## src/rtl/tap_pkg.sv

```systemverilog
`timescale 1ns/1ps
package tap_pkg;

   typedef enum logic [1:0] {
      TAP_OFF   = 2'b00,
      TAP_SHORT = 2'b01,
      TAP_MID   = 2'b10,
      TAP_LONG  = 2'b11
   } tap_sel_e;

   // Number of clock cycles in a period given in microseconds.
   function automatic longint unsigned us_to_cycles(input longint unsigned clk_hz,
                                                    input longint unsigned us);
      return (clk_hz * us) / 64'd1000000;
   endfunction

endpackage

```

## src/rtl/tap_interval_decode.sv

```systemverilog
`timescale 1ns/1ps
module tap_interval_decode #(
   parameter int unsigned CNT_W = 16,
   parameter int unsigned LIM1  = 6600,
   parameter int unsigned LIM2  = 26400,
   parameter int unsigned LIM3  = 52800
) (
   input  logic [1:0]       sel_i,
   output logic             en_o,
   output logic [CNT_W-1:0] term_o
);
   import tap_pkg::*;

   localparam int unsigned NSEL = 4;
   localparam int unsigned LIMS [NSEL] = '{0, LIM1, LIM2, LIM3};

   logic [CNT_W-1:0] tbl [NSEL];

   // One terminal count per encoding; the off code carries zero.
   for (genvar g = 0; g < NSEL; g++) begin : g_tbl
      assign tbl[g] = CNT_W'(LIMS[g]);
   end

   assign en_o   = (tap_sel_e'(sel_i) != TAP_OFF);
   assign term_o = tbl[sel_i];

endmodule

```

## src/rtl/tap_restart_gen.sv

```systemverilog
`timescale 1ns/1ps
module tap_restart_gen (
   input  logic       clk_i,
   input  logic       rst_ni,
   input  logic [1:0] sel_i,
   input  logic       susp_i,
   input  logic       host_wr_i,
   output logic       restart_o
);
   logic       susp_q;
   logic [1:0] sel_q;

   always_ff @(posedge clk_i or negedge rst_ni) begin
      if (!rst_ni) begin
         susp_q <= 1'b0;
         sel_q  <= 2'b00;
      end else begin
         susp_q <= susp_i;
         sel_q  <= sel_i;
      end
   end

   // Start a fresh interval on suspension entry, field change or host write.
   assign restart_o = (susp_i & ~susp_q) | (sel_i != sel_q) | host_wr_i;

endmodule

```

## src/rtl/tap_interval_counter.sv

```systemverilog
`timescale 1ns/1ps
module tap_interval_counter #(
   parameter int unsigned CNT_W = 16
) (
   input  logic             clk_i,
   input  logic             rst_ni,
   input  logic             clear_i,
   input  logic [CNT_W-1:0] term_i,
   output logic [CNT_W-1:0] cnt_o,
   output logic             fire_o
);
   logic [CNT_W-1:0] cnt_q;

   assign fire_o = ~clear_i & (cnt_q == term_i - CNT_W'(1));

   always_ff @(posedge clk_i or negedge rst_ni) begin
      if (!rst_ni)      cnt_q <= '0;
      else if (clear_i) cnt_q <= '0;
      else if (fire_o)  cnt_q <= '0;
      else              cnt_q <= cnt_q + CNT_W'(1);
   end

   assign cnt_o = cnt_q;

   // a clear always leaves the counter at zero on the next cycle
   a_r10_clear_zero : assert property (@(posedge clk_i) disable iff (!rst_ni)
      clear_i |=> (cnt_o == '0));

   // a nonzero count only ever comes from one step up
   a_r3_count_step : assert property (@(posedge clk_i) disable iff (!rst_ni)
      (cnt_o != '0) |-> (cnt_o == $past(cnt_o) + CNT_W'(1)));

endmodule

```

## src/rtl/tx_autopoll_timer.sv

```systemverilog
`timescale 1ns/1ps
module tx_autopoll_timer #(
   parameter int unsigned CLK_HZ  = 33_000_000,
   parameter int unsigned INT1_US = 200,
   parameter int unsigned INT2_US = 800,
   parameter int unsigned INT3_US = 1600
) (
   input  logic       clk_i,
   input  logic       rst_ni,
   input  logic [1:0] int_sel_i,
   input  logic       tx_susp_i,
   input  logic       poll_wr_i,
   output logic       poll_o
);
   import tap_pkg::*;

   localparam int unsigned N1    = int'(us_to_cycles(CLK_HZ, INT1_US));
   localparam int unsigned N2    = int'(us_to_cycles(CLK_HZ, INT2_US));
   localparam int unsigned N3    = int'(us_to_cycles(CLK_HZ, INT3_US));
   localparam int unsigned NMAX  = (N1 > N2) ? ((N1 > N3) ? N1 : N3) : ((N2 > N3) ? N2 : N3);
   localparam int unsigned CNT_W = $clog2(NMAX + 1);

   if (N1 < 2 || N2 < 2 || N3 < 2) begin : g_chk_short
      $error("tx_autopoll_timer: every interval must last at least two cycles");
   end
   if (CLK_HZ < 1_000_000) begin : g_chk_clk
      $info("tx_autopoll_timer: slow clock, intervals are coarse");
   end

   logic             en;
   logic             restart;
   logic             clear;
   logic             fire;
   logic             poll_q;
   logic [CNT_W-1:0] term;
   logic [CNT_W-1:0] cnt;

   tap_interval_decode #(
      .CNT_W (CNT_W),
      .LIM1  (N1),
      .LIM2  (N2),
      .LIM3  (N3)
   ) u_decode (
      .sel_i  (int_sel_i),
      .en_o   (en),
      .term_o (term)
   );

   tap_restart_gen u_restart (
      .clk_i     (clk_i),
      .rst_ni    (rst_ni),
      .sel_i     (int_sel_i),
      .susp_i    (tx_susp_i),
      .host_wr_i (poll_wr_i),
      .restart_o (restart)
   );

   // Hold at zero while idle or disabled; restart on events.
   assign clear = restart | ~tx_susp_i | ~en;

   tap_interval_counter #(
      .CNT_W (CNT_W)
   ) u_counter (
      .clk_i   (clk_i),
      .rst_ni  (rst_ni),
      .clear_i (clear),
      .term_i  (term),
      .cnt_o   (cnt),
      .fire_o  (fire)
   );

   always_ff @(posedge clk_i or negedge rst_ni) begin
      if (!rst_ni) poll_q <= 1'b0;
      else         poll_q <= poll_wr_i | fire;
   end

   assign poll_o = poll_q;

   // host write always yields a pulse next cycle
   a_r9_host_poll : assert property (@(posedge clk_i) disable iff (!rst_ni)
      poll_wr_i |=> poll_o);

   // no pulse without suspension unless the host wrote
   a_r6_idle_quiet : assert property (@(posedge clk_i) disable iff (!rst_ni)
      (!tx_susp_i && !poll_wr_i) |=> !poll_o);

   // off setting never polls by itself
   a_r2_off_quiet : assert property (@(posedge clk_i) disable iff (!rst_ni)
      (int_sel_i == 2'b00 && !poll_wr_i) |=> !poll_o);

   // during reset nothing is emitted
   always_comb begin
      if (!rst_ni) a_r1_reset_quiet : assert (poll_o == 1'b0);
   end

endmodule

```

## config.mk

```make
export PLATFORM = sky130hd
export DESIGN_NAME = tx_autopoll_timer
export DESIGN_NICKNAME = d
export VERILOG_FILES = /design/src/rtl/tap_pkg.sv /design/src/rtl/tap_interval_decode.sv /design/src/rtl/tap_restart_gen.sv /design/src/rtl/tap_interval_counter.sv /design/src/rtl/tx_autopoll_timer.sv
export SDC_FILE = /design/constraint.sdc
export NUM_CORES = 1
export LEC_CHECK = 0
export ABC_CLOCK_PERIOD_IN_PS = 1650
export BUFFER_PORTS_ARGS = -buffer_cell sky130_fd_sc_hd__buf_2
export CORE_UTILIZATION = 50
export DETAILED_ROUTE_END_ITERATION = 12
export GPL_TIMING_DRIVEN = 0
export MAX_ROUTING_LAYER = met4
export PLACE_DENSITY = 0.68
export SYNTH_ARGS = -nofsm -noshare
export SYNTH_HDL_FRONTEND = slang
export SYNTH_SLANG_ARGS = --single-unit
```

## constraint.sdc

```tcl
create_clock -name clk_i -period 1.65 [get_ports clk_i]
set_input_delay 0.2475 -clock clk_i [delete_from_list [all_inputs] [get_ports clk_i]]
set_output_delay 0.2475 -clock clk_i [all_outputs]
set_load 0.05 [all_outputs]
```

After elaboration in Yosys (flattened, before gate mapping)
Cells that the tools add are included.
Widths: inputs -> output; s select.
{"block": "classes", "n_addsub": 2, "magnitude_cmp": 1, "n_eq_ne": 2, "muxes": 5, "bitwise": 12, "n_reduce_logical": 1}
{"op": "$mux 16", "n": 4}
{"op": "$bmux 16 s2", "n": 1}
{"op": "$add 16x1->16 const B", "n": 1}
{"op": "$eq 16x16->1", "n": 1}
{"op": "$sub 16x1->16 const B", "n": 1}
{"op": "$or 1x1->1", "n": 5}
{"op": "$not 1->1", "n": 4}
{"op": "$ge 3x3->1 const B", "n": 1}
{"op": "$not 2->3", "n": 1}
{"op": "$and 1x1->1", "n": 2}
{"op": "$ne 2x2->1", "n": 1}
{"op": "$reduce_bool 2->1", "n": 1}
{"block": "word_totals", "regBits": 20}

Depth between registers and ports, before layout
Gate-level depths: netlist of the first run.
{"block": "logic_depth", "ltp_word": 10, "depth_mapped": 7}

Cells and area by module
A second synthesis of the first run with hierarchy kept.
{"block": "unflattened", "cells_unflattened": 186, "area_unflattened_um2": 1721.7}
{"mod": "tap_interval_counter", "instances": 1, "cells_per_inst": 156, "area_each_um2": 1421.4, "seq_area_each_um2": 400.4}
{"mod": "tap_interval_decode", "instances": 1, "cells_per_inst": 20, "area_each_um2": 155.1, "seq_area_each_um2": 0.0}
{"mod": "tap_restart_gen", "instances": 1, "cells_per_inst": 7, "area_each_um2": 106.4, "seq_area_each_um2": 75.1}
{"mod": "tx_autopoll_timer", "instances": 1, "cells_per_inst": 3, "area_each_um2": 38.8, "seq_area_each_um2": 25.0}

Least setup slack after synthesis of the first run
OpenSTA, ideal clock, no wires.
{"block": "synth_timing", "path_kind": "input-to-reg", "start": "input int_sel_i[0]", "end": "register u_counter.cnt_q[11], in the netlist u_counter.cnt_o[11]", "setup_time_ps": 125, "t_arrival_ps": 1680, "required_ps": 1525, "path_slack_ps": -154, "cell_stages": 7, "cell_sequence": "inv_1 ha_1 or3b_1 a222oi_1 and4_1 buf_6 nor3_2"}
{"block": "synth_via", "elab_chain_len": 9, "word_cells_on_any_way": 17, "classes_between": "add/sub: 1; eq/ne: 2; mux: 5; bitwise: 8; reduce/logical: 1"}
{"element": "start, declared", "line_no": "tx_autopoll_timer.sv:10", "text": "input logic [1:0] int_sel_i,"}
{"element": "$not 2->3 (not written as such) or $ne 2x2->1 (tied branches)", "line_no": "tap_interval_decode.sv:25, tap_restart_gen.sv:24"}
{"element": "$bmux 16 s2 or $or 1x1->1 (tied branches)", "line_no": "tap_interval_decode.sv:25, tap_restart_gen.sv:24"}
{"element": "$mux 16 (not written as such) or $or 1x1->1 (tied branches)", "line_no": "tap_interval_decode.sv:25, tap_restart_gen.sv:24"}
{"element": "$mux 16 (not written as such) or $or 1x1->1 (tied branches)", "line_no": "tap_interval_decode.sv:25, tx_autopoll_timer.sv:59"}
{"element": "$sub 16x1->16 or $or 1x1->1 (tied branches)", "line_no": "tap_interval_counter.sv:14, tx_autopoll_timer.sv:59"}
{"element": "$eq 16x16->1 or $not 1->1 (tied branches)", "line_no": "tap_interval_counter.sv:14", "text": "assign fire_o = ~clear_i & (cnt_q == term_i - CNT_W'(1));"}
{"element": "$and 1x1->1", "line_no": "tap_interval_counter.sv:14"}
{"element": "$mux 16", "line_no": "tap_interval_counter.sv:19", "text": "else if (fire_o) cnt_q <= '0;"}
{"element": "$mux 16 *", "line_no": "tap_interval_counter.sv:18", "text": "else if (clear_i) cnt_q <= '0;"}
{"element": "end signal, assigned", "line_no": "tap_interval_counter.sv:20", "text": "else cnt_q <= cnt_q + CNT_W'(1);"}
{"element": "end, declared", "line_no": "tap_interval_counter.sv:12", "text": "logic [CNT_W-1:0] cnt_q;"}
Every way passes the cells marked *; elsewhere a longest branch is shown, timed or not. The select of a mux whose other input is x is not followed.

Worst setup path in the final report of the first run
{"block": "layout_timing", "start": "register u_counter.cnt_q[9], in the netlist u_counter.cnt_o[9]", "end": "register u_counter.cnt_q[12], in the netlist u_counter.cnt_o[12]"}
{"block": "layout_via", "elab_chain_len": 4, "word_cells_on_any_way": 5, "classes_between": "add/sub: 1; eq/ne: 1; mux: 2; bitwise: 1"}
{"element": "branches (longest 2 deep; another with $add 16x1->16)"}
{"element": "$mux 16 *", "line_no": "tap_interval_counter.sv:19"}
{"element": "$mux 16 *", "line_no": "tap_interval_counter.sv:18"}
Every way passes the cells marked *.

==> summary.txt, run 1 <==
Synth
  • Sequential element share of the synthesized area: 0.404
  • Fraction of synthesized area in multiplexers: 0.00807
  • Simple-gate share of the synthesized area: 0.283
  • Synthesized area divided by synthesized cell count: 10.6 sq um
  • Syn Nets: 130
  • Synth Area in Compound Gates: 0.0474
  • Post-synth design cell area: 1240 sq um
  • Most instantiated flip-flop cell in the synthesis netlist: dfrtp_1
  • Number of synthesized register bits: 20
  • Number of synthesized flops with an enable pin: 0
  • Xor and xnor area share after synthesis: 0.146
  • Distinct cell type count of the synthesized netlist: 31
  • Synth Area in Adders: 0.0706
  • Share of synthesized registers carrying an async set or reset: 1.00
  • Combinational family with the most area after synthesis: simple AND/OR/NAND/NOR gates
  • Cell count after synthesis: ~120
  • Yosys warning count: 0

Place
  • Number of placed instances with taps included: 151
  • Final estimated routing congestion in global placement: around 0.8
  • Total half-perimeter wirelength after legalization and detailed placement: 1.80 mm
  • Count of buffers inserted at the top-level ports: 6
  • Area after DPL: 1340 sq um
  • Worst Setup Slack post-DPL: -495 ps

Critical path
  • Class of the most critical setup path: reg -> reg
  • Reg-to-Reg Start: u_counter.cnt_o[9]
  • Crit. End Element: flip-flop
  • Start point of the critical path: u_counter.cnt_o[9]
  • Critical Path Max Stage Delay: 510 ps
  • Number of cells on the worst reg-to-reg path: 6
  • Type of origin of the critical path: flip-flop
  • Reg-to-Reg End: u_counter.cnt_o[12]
  • Required time at the endpoint of the critical path: 1860 ps
  • Cell Chain, Critical Path: buf_6, or4_4, mux2i_4, and4_4, clkbuf_16, nor3_2
  • Setup slack of the most critical reg-to-reg path: -140 ps
  • Slowest stage cell on the critical path: or4_4
  • Maximum fanout along the worst path: 5
  • Critical path data arrival time: 2000 ps

Layout
  • Area Overhead vs Synth: 25.1%
  • Post-route cell area: 1550 sq um
  • Number of fill cells in the layout: between 150 and 200
  • Final standard cell count with taps included and fillers excluded: 163
  • Final antenna diode count: 0
  • NumNets Final: 149
  • Ratio of cells with drive above 1 in the final layout: 0.370

Run status
  • Outcome: finished with violations
  • Violations in the final reports: setup timing

Floorplan
  • Area of the die: 2680 sq um
  • Top-Level Pins: 7
  • Standard-cell rows: 17
  • Initial Util: 0.545
  • Core Footprint: 2280 sq um
  • Die Span X: 51.8 um
  • Vertical die dimension: 51.8 um

Worst hold path
  • HP Start: tx_susp_i
  • Hold Path Stages: 1
  • Worst hold path class: in -> reg
  • End point of the worst hold path: u_restart.susp_q

Global route
  • Met2 Resource Use GR: 0.379
  • Layer carrying the most global-route usage: met2
  • Initial antenna violation count: 0
  • Routing usage on met1: 0.307
  • Global-route total usage across every layer: 0.237
  • Wire length of the first global-routing pass: 4.35 mm
  • Met3 demand-to-capacity share in global routing: 0.0351
  • Total grt overflow: 0
  • Pin count of the biggest net entering global routing: 21
  • Via count of the first global-routing pass: a little under 900

Route
  • Final Routed Wirelength: 2.76 mm
  • Number of routed nets with antenna violations: 0
  • DR WL/cell: 16.9 um
  • Number of design rule violations left after detail routing: 0
  • DR vias/cell: 5.99
  • Number of iterations in the first detailed-routing pass: 4
  • Count of routing violations after the opening detailed-route iteration: 16
  • Vias after detailed routing: approximately 1000

Timing
  • Least setup slack across all paths after layout: -142 ps
  • Post-layout minimum cycle time: 1790 ps
  • Unrepaired setup endpoints after global routing: yes
  • Worst hold-check slack: 81.1 ps
  • Post-Route Skew: roughly 3.4 ps
  • Tightest Pin Transition: 459 ps
  • FMAX: 558 MHz
  • Period utilization: 1.09
  • Number of failing setup endpoints in the final timing report: 12
  • Relative slew slack: 0.694
  • Final Hold Vio Count: 0
  • Number of max-slew violations in the final report: 0

Clocking
  • Clock sink total: 20
  • Worst skew pair latency: 310 ps
  • CTS Buf Count: 3
  • Clock transition at the registers of the reported paths: between 100 and 150 ps
  • Clk Tree Root Cell: clkbuf_4
  • Clock tree from TritonCTS: done
  • CTS HTree Levels: 1
  • Max Root-Sink Buffers: 2

Pwr
  • Pwr Density: 575 nW/um^2
  • Total leakage power: 0.585 nW
  • Seq pwr share: 0.559
  • Sw Pwr: 0.219 mW
  • Fraction of power consumed by the clock network: 0.331
  • Share of total power in combinational logic: 0.109
  • Cell internal power dissipation: 0.673 mW
  • Net Sw Frac: 0.245
  • Maximum resistive drop on vdd: 534 uV

Run
  • Count of max-cap constraint violations: 0
==> metrics by stage <==
stage	power [mW]	util	setup TNS (ps)
2_1_floorplan	0.554	-	-397
4_1_cts	0.878	0.634	-1350
6_report	0.891	0.682	-1400
3_3_place_gp	0.585	0.587	-6270
3_5_place_dp	0.587	0.587	-7280
5_1_grt	0.928	0.682	-1950
==> power by group through the flow <==
stage | clock [mW] | combinational (mW) | sequential (mW)
finish | 0.295 | 0.0976 | 0.498
CTS | 0.295 | 0.0860 | 0.498
detailed placement | 0 | 0.0800 | 0.507
global placement | 0 | 0.0783 | 0.507
global route | 0.322 | 0.108 | 0.499
floorplan | 0 | 0.0424 | 0.511
==> layout make-up <==
| class | count | area (sq um) | area share |
|---|---|---|---|
| Buffer | 4 | 50.0 | 0.0323 |
| Clock buffer | 4 | 36.3 | 0.0234 |
| Inverter | 5 | 36.3 | 0.0234 |
| Multi-Input combinational cell | 88 | 776 | 0.500 |
| Sequential cell | 20 | 503 | 0.324 |
| Tap cell | 28 | 35.0 | 0.0226 |
| Timing Repair Buffer | 14 | 115 | 0.0742 |
==> worst max-delay path: cells and delay by family, from the launching register on <==
kind | cells | cell delay [ps]
AND/OR/NAND/NOR | 3 | 850
flip-flops | 1 | 390
buffers and inverters | 2 | 290
multiplexers | 1 | 160
==> what timing repair did <==
item | in CTS | in global routing
cloned | 0 | 1
pin swaps | 1 | 1
setup buffers | 5 | 1
setup endpoints to repair | 15 | 17
resized for setup | 8 | 17
endpoints found under the hold margin | 20 | 0
hold buffers | 1 | 0
==> state kept, by name (all words and copies together), names as in the netlist <==
register          flops
u_counter.cnt_o      16
poll_o                1
u_restart.susp_q      1
u_restart.sel_q       2
==> how the worst max path moves through the flow <==
stage                          endpoint  slack (ps)  depth (start not counted)
global placement    u_counter.cnt_o[12]        -420                          8
floorplan           u_counter.cnt_o[11]         -40                          7
CTS                 u_counter.cnt_o[11]        -120                          6
finish              u_counter.cnt_o[12]        -140                          6
detailed placement  u_counter.cnt_o[11]        -500                          8
global route         u_counter.cnt_o[7]        -180                          5
==> logic make-up (layout without fill, tap and decap cells) <==
| family | count (synthesis) | after routing |
|---|---|---|
| simple gates | 54 | 54 |
| flops | 20 | 20 |
| xor+xnor | 19 | 19 |
| buf+inv | 9 | 27 |
| fa+ha+maj | 7 | 7 |
| compound gates | 7 | 7 |
| mux | 1 | 1 |
==> synthesized netlist by cell type, types with 3 or more instances <==
master / count / area share
a211oi_1: 3 / 0.018
dfrtp_1: 20 / 0.40
ha_1: 7 / 0.071
inv_1: 5 / 0.015
nand2_1: 7 / 0.021
nand3_1: 5 / 0.020
nand4_1: 4 / 0.020
nor2_1: 7 / 0.021
nor3_1: 3 / 0.012
nor3_2: 9 / 0.073
nor4_1: 5 / 0.025
xnor2_1: 14 / 0.099
xor2_1: 4 / 0.028
==> cells in the final DEF (no fill, tap or decap), types with 2 or more instances in the layout <==
cell and count:
xor2_1 4, ha_1 5, nor2_1 7, nor3_2 9, nor4_1 3, clkbuf_4 3
or3b_1 2, dfrtp_1 18, inv_1 3, xnor2_1 14, buf_4 9, nand3b_1 2
nor3_1 3, nand2_1 7, dfrtp_2 2, buf_2 4, a211oi_2 3, nand3_1 5
buf_6 2, nand4_1 4
==> per-layer routing <==
metal	up-vias	wire length (um)
li1	456	-
met1	487	1190
met2	25	1420
met3	8	98
met4	0	51
met5	-	0
Power figures use the tool's default switching activity.
==> run 2: changes to the inputs <==
--- a/config.mk
+++ b/config.mk
@@ -5,9 +5,10 @@
 export SDC_FILE = /design/constraint.sdc
 export NUM_CORES = 1
 export LEC_CHECK = 0
-export ABC_CLOCK_PERIOD_IN_PS = 1650
+export ABC_CLOCK_PERIOD_IN_PS = 1460
 export BUFFER_PORTS_ARGS = -buffer_cell sky130_fd_sc_hd__buf_2
 export CORE_UTILIZATION = 50
+export CTS_CLUSTER_DIAMETER = 50
 export DETAILED_ROUTE_END_ITERATION = 12
 export GPL_TIMING_DRIVEN = 0
 export MAX_ROUTING_LAYER = met4
==> constraint.sdc (replaced) <==
create_clock -name clk_i -period 1.46 [get_ports clk_i]
set_input_delay 0.219 -clock clk_i [delete_from_list [all_inputs] [get_ports clk_i]]
set_output_delay 0.219 -clock clk_i [all_outputs]
set_load 0.05 [all_outputs]
==> summary.txt, run 2 (same netlist as run 1, synthesis figures left out) <==
Critical path
  • Setup slack of the most critical reg-to-reg path: -320 ps (was -140 ps)
  • Type of origin of the critical path: flip-flop (unchanged)
  • Maximum fanout along the worst path: 5 (unchanged)
  • Required time at the endpoint of the critical path: 1670 ps (was 1860 ps)
  • Number of cells on the worst reg-to-reg path: 5 (was 6)
  • Class of the most critical setup path: reg -> reg (unchanged)
  • Crit. End Element: flip-flop (unchanged)
  • Critical path data arrival time: 1990 ps (was 2000 ps)

Floorplan
  • Core Footprint: 2280 sq um (unchanged)
  • Die Span X: 51.8 um (unchanged)
  • Top-Level Pins: 7 (unchanged)
  • Initial Util: 0.545 (unchanged)
  • Area of the die: 2680 sq um (unchanged)
  • Vertical die dimension: 51.8 um (unchanged)
  • Standard-cell rows: 17 (unchanged)

Pwr
  • Pwr Density: 640 nW/um^2 (was 575 nW/um^2)
  • Total leakage power: 0.605 nW (was 0.585 nW)
  • Total Power: 1.01 mW (was 0.891 mW)
  • Maximum resistive drop on vdd: 620 uV (was 534 uV)

Timing
  • FMAX: 563 MHz (was 558 MHz)
  • Number of max-slew violations in the final report: 0 (unchanged)
  • Post-Route Skew: 3.56 ps (was 3.36 ps)
  • Unrepaired setup endpoints after global routing: yes (unchanged)
  • Final Hold Vio Count: 0 (unchanged)
  • Relative slew slack: 0.693 (was 0.694)
  • Number of failing setup endpoints in the final timing report: 15 (was 12)
  • Period utilization: 1.22 (was 1.09)
  • Least setup slack across all paths after layout: -316 ps (was -142 ps)
  • Tightest Pin Transition: 461 ps (was 459 ps)
  • Post-layout minimum cycle time: 1780 ps (was 1790 ps)

Place
  • Count of buffers inserted at the top-level ports: 6 (unchanged)
  • Total half-perimeter wirelength after legalization and detailed placement: 1.77 mm (was 1.80 mm)
  • Final estimated routing congestion in global placement: 0.812 (was 0.796)
  • Worst Setup Slack post-DPL: -613 ps (was -495 ps)

Global route
  • Routing usage on met1: 0.324 (was 0.307)
  • Met3 demand-to-capacity share in global routing: 0.0351 (unchanged)
  • Wire length of the first global-routing pass: 4.58 mm (was 4.35 mm)
  • Total grt overflow: 0 (unchanged)
  • Met2 Resource Use GR: 0.390 (was 0.379)
  • Layer carrying the most global-route usage: met2 (unchanged)
  • Initial antenna violation count: 0 (unchanged)
  • Pin count of the biggest net entering global routing: 21 (unchanged)
  • Via count of the first global-routing pass: 970 (was 893)
  • Global-route total usage across every layer: 0.248 (was 0.237)

Route
  • Final Routed Wirelength: 3.01 mm (was 2.76 mm)
  • DR WL/cell: 18.0 um (was 16.9 um)
  • Vias after detailed routing: 994 (was 976)
  • Count of routing violations after the opening detailed-route iteration: 38 (was 16)
  • DR vias/cell: 5.95 (was 5.99)
  • Number of routed nets with antenna violations: 0 (unchanged)
  • Number of iterations in the first detailed-routing pass: 5 (was 4)
  • Number of design rule violations left after detail routing: 0 (unchanged)

Run status
  • Outcome: finished with violations (unchanged)
  • Violations in the final reports: setup timing (unchanged)

Layout
  • Area Overhead vs Synth: 27.4% (was 25.1%)
  • Most common cell after layout, fill and taps aside: dfrtp_1 (unchanged)
  • NumNets Final: 153 (was 149)
  • Final antenna diode count: 0 (unchanged)
  • Ratio of cells with drive above 1 in the final layout: 0.417 (was 0.370)
  • Highest-count cells in the layout ignoring fill and taps: dfrtp_1 (16), xnor2_1 (14), buf_4 (10), nor3_2 (8) (was dfrtp_1 (18), xnor2_1 (14), buf_4 (9), nor3_2 (9))
  • Number of flip-flops under the largest register name: 16 (unchanged)
  • Number of fill cells in the layout: 151 (was 159)

Worst hold path
  • Worst hold path class: in -> reg (unchanged)
  • Hold Path Stages: 1 (unchanged)

Clocking
  • Worst skew pair latency: 320 ps (was 310 ps)
  • Clock sink total: 20 (unchanged)
  • Clock tree from TritonCTS: done (unchanged)
  • Clock transition at the registers of the reported paths: 120 ps (about the same)
  • CTS Buf Count: 3 (unchanged)
  • Clk Tree Root Cell: clkbuf_4 (unchanged)
  • Max Root-Sink Buffers: 2 (unchanged)
  • CTS HTree Levels: 1 (unchanged)

Run
  • Count of max-cap constraint violations: 0 (unchanged)
[run 2: final timing paths]
kind,startpoint,to
setup / recovery,u_counter.cnt_o[7],u_counter.cnt_o[9]
hold / removal,tx_susp_i,u_restart.susp_q
max in group asynchronous,rst_ni,u_counter.cnt_o[7]
hold reg to reg,u_counter.cnt_o[0],u_counter.cnt_o[0]
min in group asynchronous,rst_ni,u_counter.cnt_o[6]
setup reg to reg,u_counter.cnt_o[7],u_counter.cnt_o[9]
[run 2: report_power, final]
part,switching (mW),internal (mW)
logic,0.0606,0.0469
clock network,0.190,0.153
registers,0.00230,0.560
[run 2: critical path, cell delays in order, from the launching register on]
cell and delay [ps]:
dfrtp_2 440, or3b_4 400, a222oi_1 340, and4_4 310
buf_6 140, nor3_2 40
[run 2: stage by stage]
step           TNS [ps]  cells  hold WS (ps)  cell area, sq um  utilization
2_1_floorplan     -2310    117         -76.6              1270            -
5_1_grt           -4730    167          2.02              1580        0.694
4_1_cts           -3490    162          6.49              1450        0.637
6_report          -4000    167          8.93              1580        0.694
3_5_place_dp      -8760    151           192              1330        0.586
3_3_place_gp      -8280    151           192              1330        0.586
[run 2: final cells by class]
type	count	area, sq um	share of cell area
plain buffers	3	33.8	0.0214
clock buffers	4	36.3	0.0230
inverters	5	26.3	0.0166
multi-input cells	88	788	0.499
flip-flops and latches	20	505	0.320
well taps	28	35.0	0.0222
repair buffers	19	155	0.0982
[run 2: what timing repair did]
item                                    4_1_cts  5_1_grt
gates resized for setup                      11       17
cloned                                        1        0
hold buffers                                  1        0
buffers inserted                              6        5
endpoints found under the hold margin        20        0
endpoints found under the setup margin       15       17
pin swaps                                     1        5
[run 2: metal layers]
| layer | wire (um) | share of wire |
|---|---|---|
| met5 | 0 | 0 |
| met4 | 94 | 0.031 |
| met3 | 158 | 0.053 |
| met2 | 1420 | 0.47 |
| met1 | 1330 | 0.44 |
==> run 3: changes to the inputs <==
--- a/config.mk
+++ b/config.mk
@@ -5,6 +5,7 @@
 export SDC_FILE = /design/constraint.sdc
 export NUM_CORES = 1
 export LEC_CHECK = 0
+export ABC_AREA = 1
 export ABC_CLOCK_PERIOD_IN_PS = 1460
 export BUFFER_PORTS_ARGS = -buffer_cell sky130_fd_sc_hd__buf_2
 export CORE_UTILIZATION = 50
@@ -13,6 +14,7 @@
 export GPL_TIMING_DRIVEN = 0
 export MAX_ROUTING_LAYER = met4
 export PLACE_DENSITY = 0.68
+export REMOVE_ABC_BUFFERS = 1
 export SYNTH_ARGS = -nofsm -noshare
 export SYNTH_HDL_FRONTEND = slang
 export SYNTH_SLANG_ARGS = --single-unit
==> summary.txt, run 3 <==
Timing
  • Unrepaired setup endpoints after global routing: yes (unchanged)
  • Relative slew slack: 0.698 (was 0.693)
  • Post-layout minimum cycle time: 1490 ps (was 1780 ps)
  • Number of max-slew violations in the final report: 0 (unchanged)
  • Period utilization: 1.02 (was 1.22)
  • FMAX: 672 MHz (was 563 MHz)
  • Worst hold-check slack: 31.6 ps (was 8.93 ps)
  • Final Hold Vio Count: 0 (unchanged)
  • Number of failing setup endpoints in the final timing report: 12 (was 15)
  • Least setup slack across all paths after layout: -28.2 ps (was -316 ps)
  • Post-Route Skew: 3.37 ps (was 3.56 ps)
  • Tightest Pin Transition: 454 ps (was 461 ps)

Run status
  • Violations in the final reports: setup timing (unchanged)
  • Outcome: finished with violations (unchanged)

Pwr
  • Total Power: 0.970 mW (was 1.01 mW)
  • Total leakage power: 0.788 nW (was 0.605 nW)
  • Maximum resistive drop on vdd: 608 uV (was 620 uV)
  • Pwr Density: 576 nW/um^2 (was 640 nW/um^2)

Synth
  • Most numerous cell in the Yosys netlist: nand2_1 (was dfrtp_1)
  • Area share of the largest cell type after synthesis: 0.357 (was 0.404)
  • Cell count after synthesis: 194 (was 117)
  • Most instantiated flip-flop cell in the synthesis netlist: dfrtp_1 (unchanged)
  • Sequential element share of the synthesized area: 0.357 (was 0.404)
  • Yosys warning count: 0 (unchanged)
  • Most common library cells after synthesis: nand2_1 (46), nor2_1 (32), inv_1 (27) (was dfrtp_1 (20), xnor2_1 (14), nor3_2 (9))
  • Share of synthesized registers carrying an async set or reset: 1.00 (unchanged)
  • Synthesized area divided by synthesized cell count: 7.22 sq um (was 10.6 sq um)
  • Cell types with the largest area share after synthesis: dfrtp_1 (36%), nand2_1 (12%), nor2_1 (8.6%), inv_1 (7.2%), xor2_1 (6.9%) (was dfrtp_1 (40%), xnor2_1 (9.9%), nor3_2 (7.3%), ha_1 (7.1%), xor2_1 (2.8%))
  • Cell type with the highest aggregate area in the netlist: dfrtp_1 (unchanged)
  • Post-synth design cell area: 1400 sq um (was 1240 sq um)
  • Number of synthesized register bits: 20 (unchanged)
  • Number of synthesized flops with an enable pin: 0 (unchanged)
  • Distinct cell type count of the synthesized netlist: 22 (was 31)

Floorplan
  • Initial Util: 0.546 (was 0.545)
  • Core Footprint: 2570 sq um (was 2280 sq um)
  • Vertical die dimension: 54.9 um (was 51.8 um)
  • Die Span X: 54.9 um (was 51.8 um)
  • Top-Level Pins: 7 (unchanged)
  • Standard-cell rows: 18 (was 17)
  • Area of the die: 3020 sq um (was 2680 sq um)

Place
  • Area after DPL: 1450 sq um (was 1330 sq um)
  • Count of buffers inserted at the top-level ports: 6 (unchanged)
  • Worst Setup Slack post-DPL: -526 ps (was -613 ps)
  • Final estimated routing congestion in global placement: 0.888 (was 0.812)
  • Total half-perimeter wirelength after legalization and detailed placement: 2.23 mm (was 1.77 mm)

Global route
  • Wire length of the first global-routing pass: 5.41 mm (was 4.58 mm)
  • Via count of the first global-routing pass: 1231 (was 970)
  • Global-route total usage across every layer: 0.267 (was 0.248)
  • Pin count of the biggest net entering global routing: 21 (unchanged)
  • Total grt overflow: 0 (unchanged)
  • Initial antenna violation count: 0 (unchanged)

Layout
  • NumNets Final: 231 (was 153)
  • Highest-count cells in the layout ignoring fill and taps: nand2_1 (46), nor2_1 (26), inv_1 (23), dfrtp_1 (20), nand3_1 (17) (was dfrtp_1 (16), xnor2_1 (14), buf_4 (10), nor3_2 (8))
  • Most common cell after layout, fill and taps aside: nand2_1 (was dfrtp_1)
  • Ratio of cells with drive above 1 in the final layout: 0.250 (was 0.417)
  • Number of fill cells in the layout: 222 (was 151)
  • Post-route cell area: 1680 sq um (was 1580 sq um)
  • Post-route core utilization: 0.656 (was 0.694)
  • Area Overhead vs Synth: 20.2% (was 27.4%)
  • Number of flip-flops under the largest register name: 16 (unchanged)
  • Final antenna diode count: 0 (unchanged)

Route
  • Number of iterations in the first detailed-routing pass: 4 (was 5)
  • Uppermost layer routed: met4 (unchanged)
  • Routed met2 length: 1.59 mm (was 1.42 mm)
  • Final Routed Wirelength: 3.28 mm (was 3.01 mm)
  • Vias after detailed routing: 1250 (was 994)
  • Length of routed wiring on met1: 1.49 mm (was 1.33 mm)
  • Number of design rule violations left after detail routing: 0 (unchanged)
  • Met3 layer wire length in the routed design: 169 um (was 158 um)
  • DR vias/cell: 5.08 (was 5.95)
  • DR WL/cell: 13.3 um (was 18.0 um)
  • Number of routed nets with antenna violations: 0 (unchanged)
  • Count of routing violations after the opening detailed-route iteration: 38 (unchanged)

Critical path
  • Required time at the endpoint of the critical path: 1660 ps (was 1670 ps)
  • Critical path data arrival time: 1690 ps (was 1990 ps)
  • Crit. End Element: flip-flop (unchanged)
  • Slowest stage cell on the critical path: dfrtp_1 (was dfrtp_2)
  • Cell Chain, Critical Path: nor2_1, nand2_1, nand2_1, nand3_1, nor2_2, nand3_4, nand2_4, nor2_1 (was or3b_4, a222oi_1, and4_4, buf_6, nor3_2)
  • Buffers and inverters on the worst path: 0 (was 1)
  • Type of origin of the critical path: flip-flop (unchanged)
  • Maximum fanout along the worst path: 6 (was 5)
  • Class of the most critical setup path: reg -> reg (unchanged)
  • Kind of cell with the highest combined delay on the critical path: simple AND/OR/NAND/NOR gates (unchanged)
  • Critical Path Max Stage Delay: 450 ps (was 440 ps)

Clocking
  • CTS HTree Levels: 1 (unchanged)
  • CTS Buf Count: 3 (unchanged)
  • Max Root-Sink Buffers: 2 (unchanged)
  • Clk Tree Root Cell: clkbuf_4 (unchanged)
  • Clock sink total: 20 (unchanged)
  • Worst skew pair latency: 300 ps (was 320 ps)
  • Clock transition at the registers of the reported paths: 110 ps (was 120 ps)
  • Clock tree from TritonCTS: done (unchanged)

Worst hold path
  • Worst hold path class: in -> reg (unchanged)

Run
  • Count of max-cap constraint violations: 0 (unchanged)
==> run 3: changes by cell type after synthesis, sizes merged, moves of 3 or more <==
cell | before | now
a211oi | 4 | 0
inv | 5 | 29
nand2 | 7 | 50
nand3 | 5 | 21
nor2 | 7 | 36
nor3 | 12 | 4
nor4 | 5 | 0
o21ai | 1 | 4
xnor2 | 14 | 1
xor2 | 4 | 11
==> run 3: layout make-up <==
type	instances	area, sq um	share of cell area
inverters	29	116	0.0691
multi-input cells	144	863	0.513
flip-flops and latches	20	500	0.297
clock buffers	3	22.5	0.0134
repair buffers	20	144	0.0854
well taps	30	37.5	0.0223
==> run 3: per-stage QoR <==
| step | std cells | TNS, ps |
|---|---|---|
| 6_report | 246 | -212 |
| 5_1_grt | 246 | -1580 |
| 4_1_cts | 240 | -3.18 |
| 3_5_place_dp | 228 | -6950 |
| 3_3_place_gp | 228 | -6020 |
| 2_1_floorplan | 192 | 0 |
==> run 3: power by group <==
part / switching (mW) / internal [mW]
Combinational: 0.0871 / 0.0534
Clock: 0.171 / 0.0962
Sequential: 0.00215 / 0.560
Total: 0.260 / 0.709
==> run 3: path summary, 6_finish.rpt <==
check | from | to | slack, ps | depth (start not counted)
setup / recovery | u_counter.cnt_o[6] | u_counter.cnt_o[14] | -30 | 8
hold / removal | tx_susp_i | u_restart.susp_q | 30 | 1
setup reg to reg | u_counter.cnt_o[6] | u_counter.cnt_o[14] | -30 | 8
hold reg to reg | u_counter.cnt_o[0] | u_counter.cnt_o[0] | 550 | 2
max in group asynchronous | rst_ni | u_counter.cnt_o[8] | 770 | 2
min in group asynchronous | rst_ni | u_counter.cnt_o[12] | 380 | 2
==> run 3: what timing repair did <==
action	4_1_cts	5_1_grt
pin swaps	7	6
gates cloned	1	0
endpoints found under the hold margin	20	0
hold buffers	1	0
setup endpoints to repair	14	15
resized for setup	17	9
buffers inserted	7	6
==> run 3: cells by family after synthesis <==
family          share of synthesized area
simple gates                        0.388
fa+ha+maj                          0.0625
flops                               0.357
buf+inv                            0.0938
compound gates                     0.0232
xor+xnor                           0.0750
==> run 3: layer usage <==
| metal | vias up | track usage |
|---|---|---|
| met3 | 4 | 0.0383 |
| li1 | 647 | - |
| met4 | 0 | 0.0708 |
| met1 | 573 | 0.351 |
| met5 | - | - |
| met2 | 26 | 0.432 |
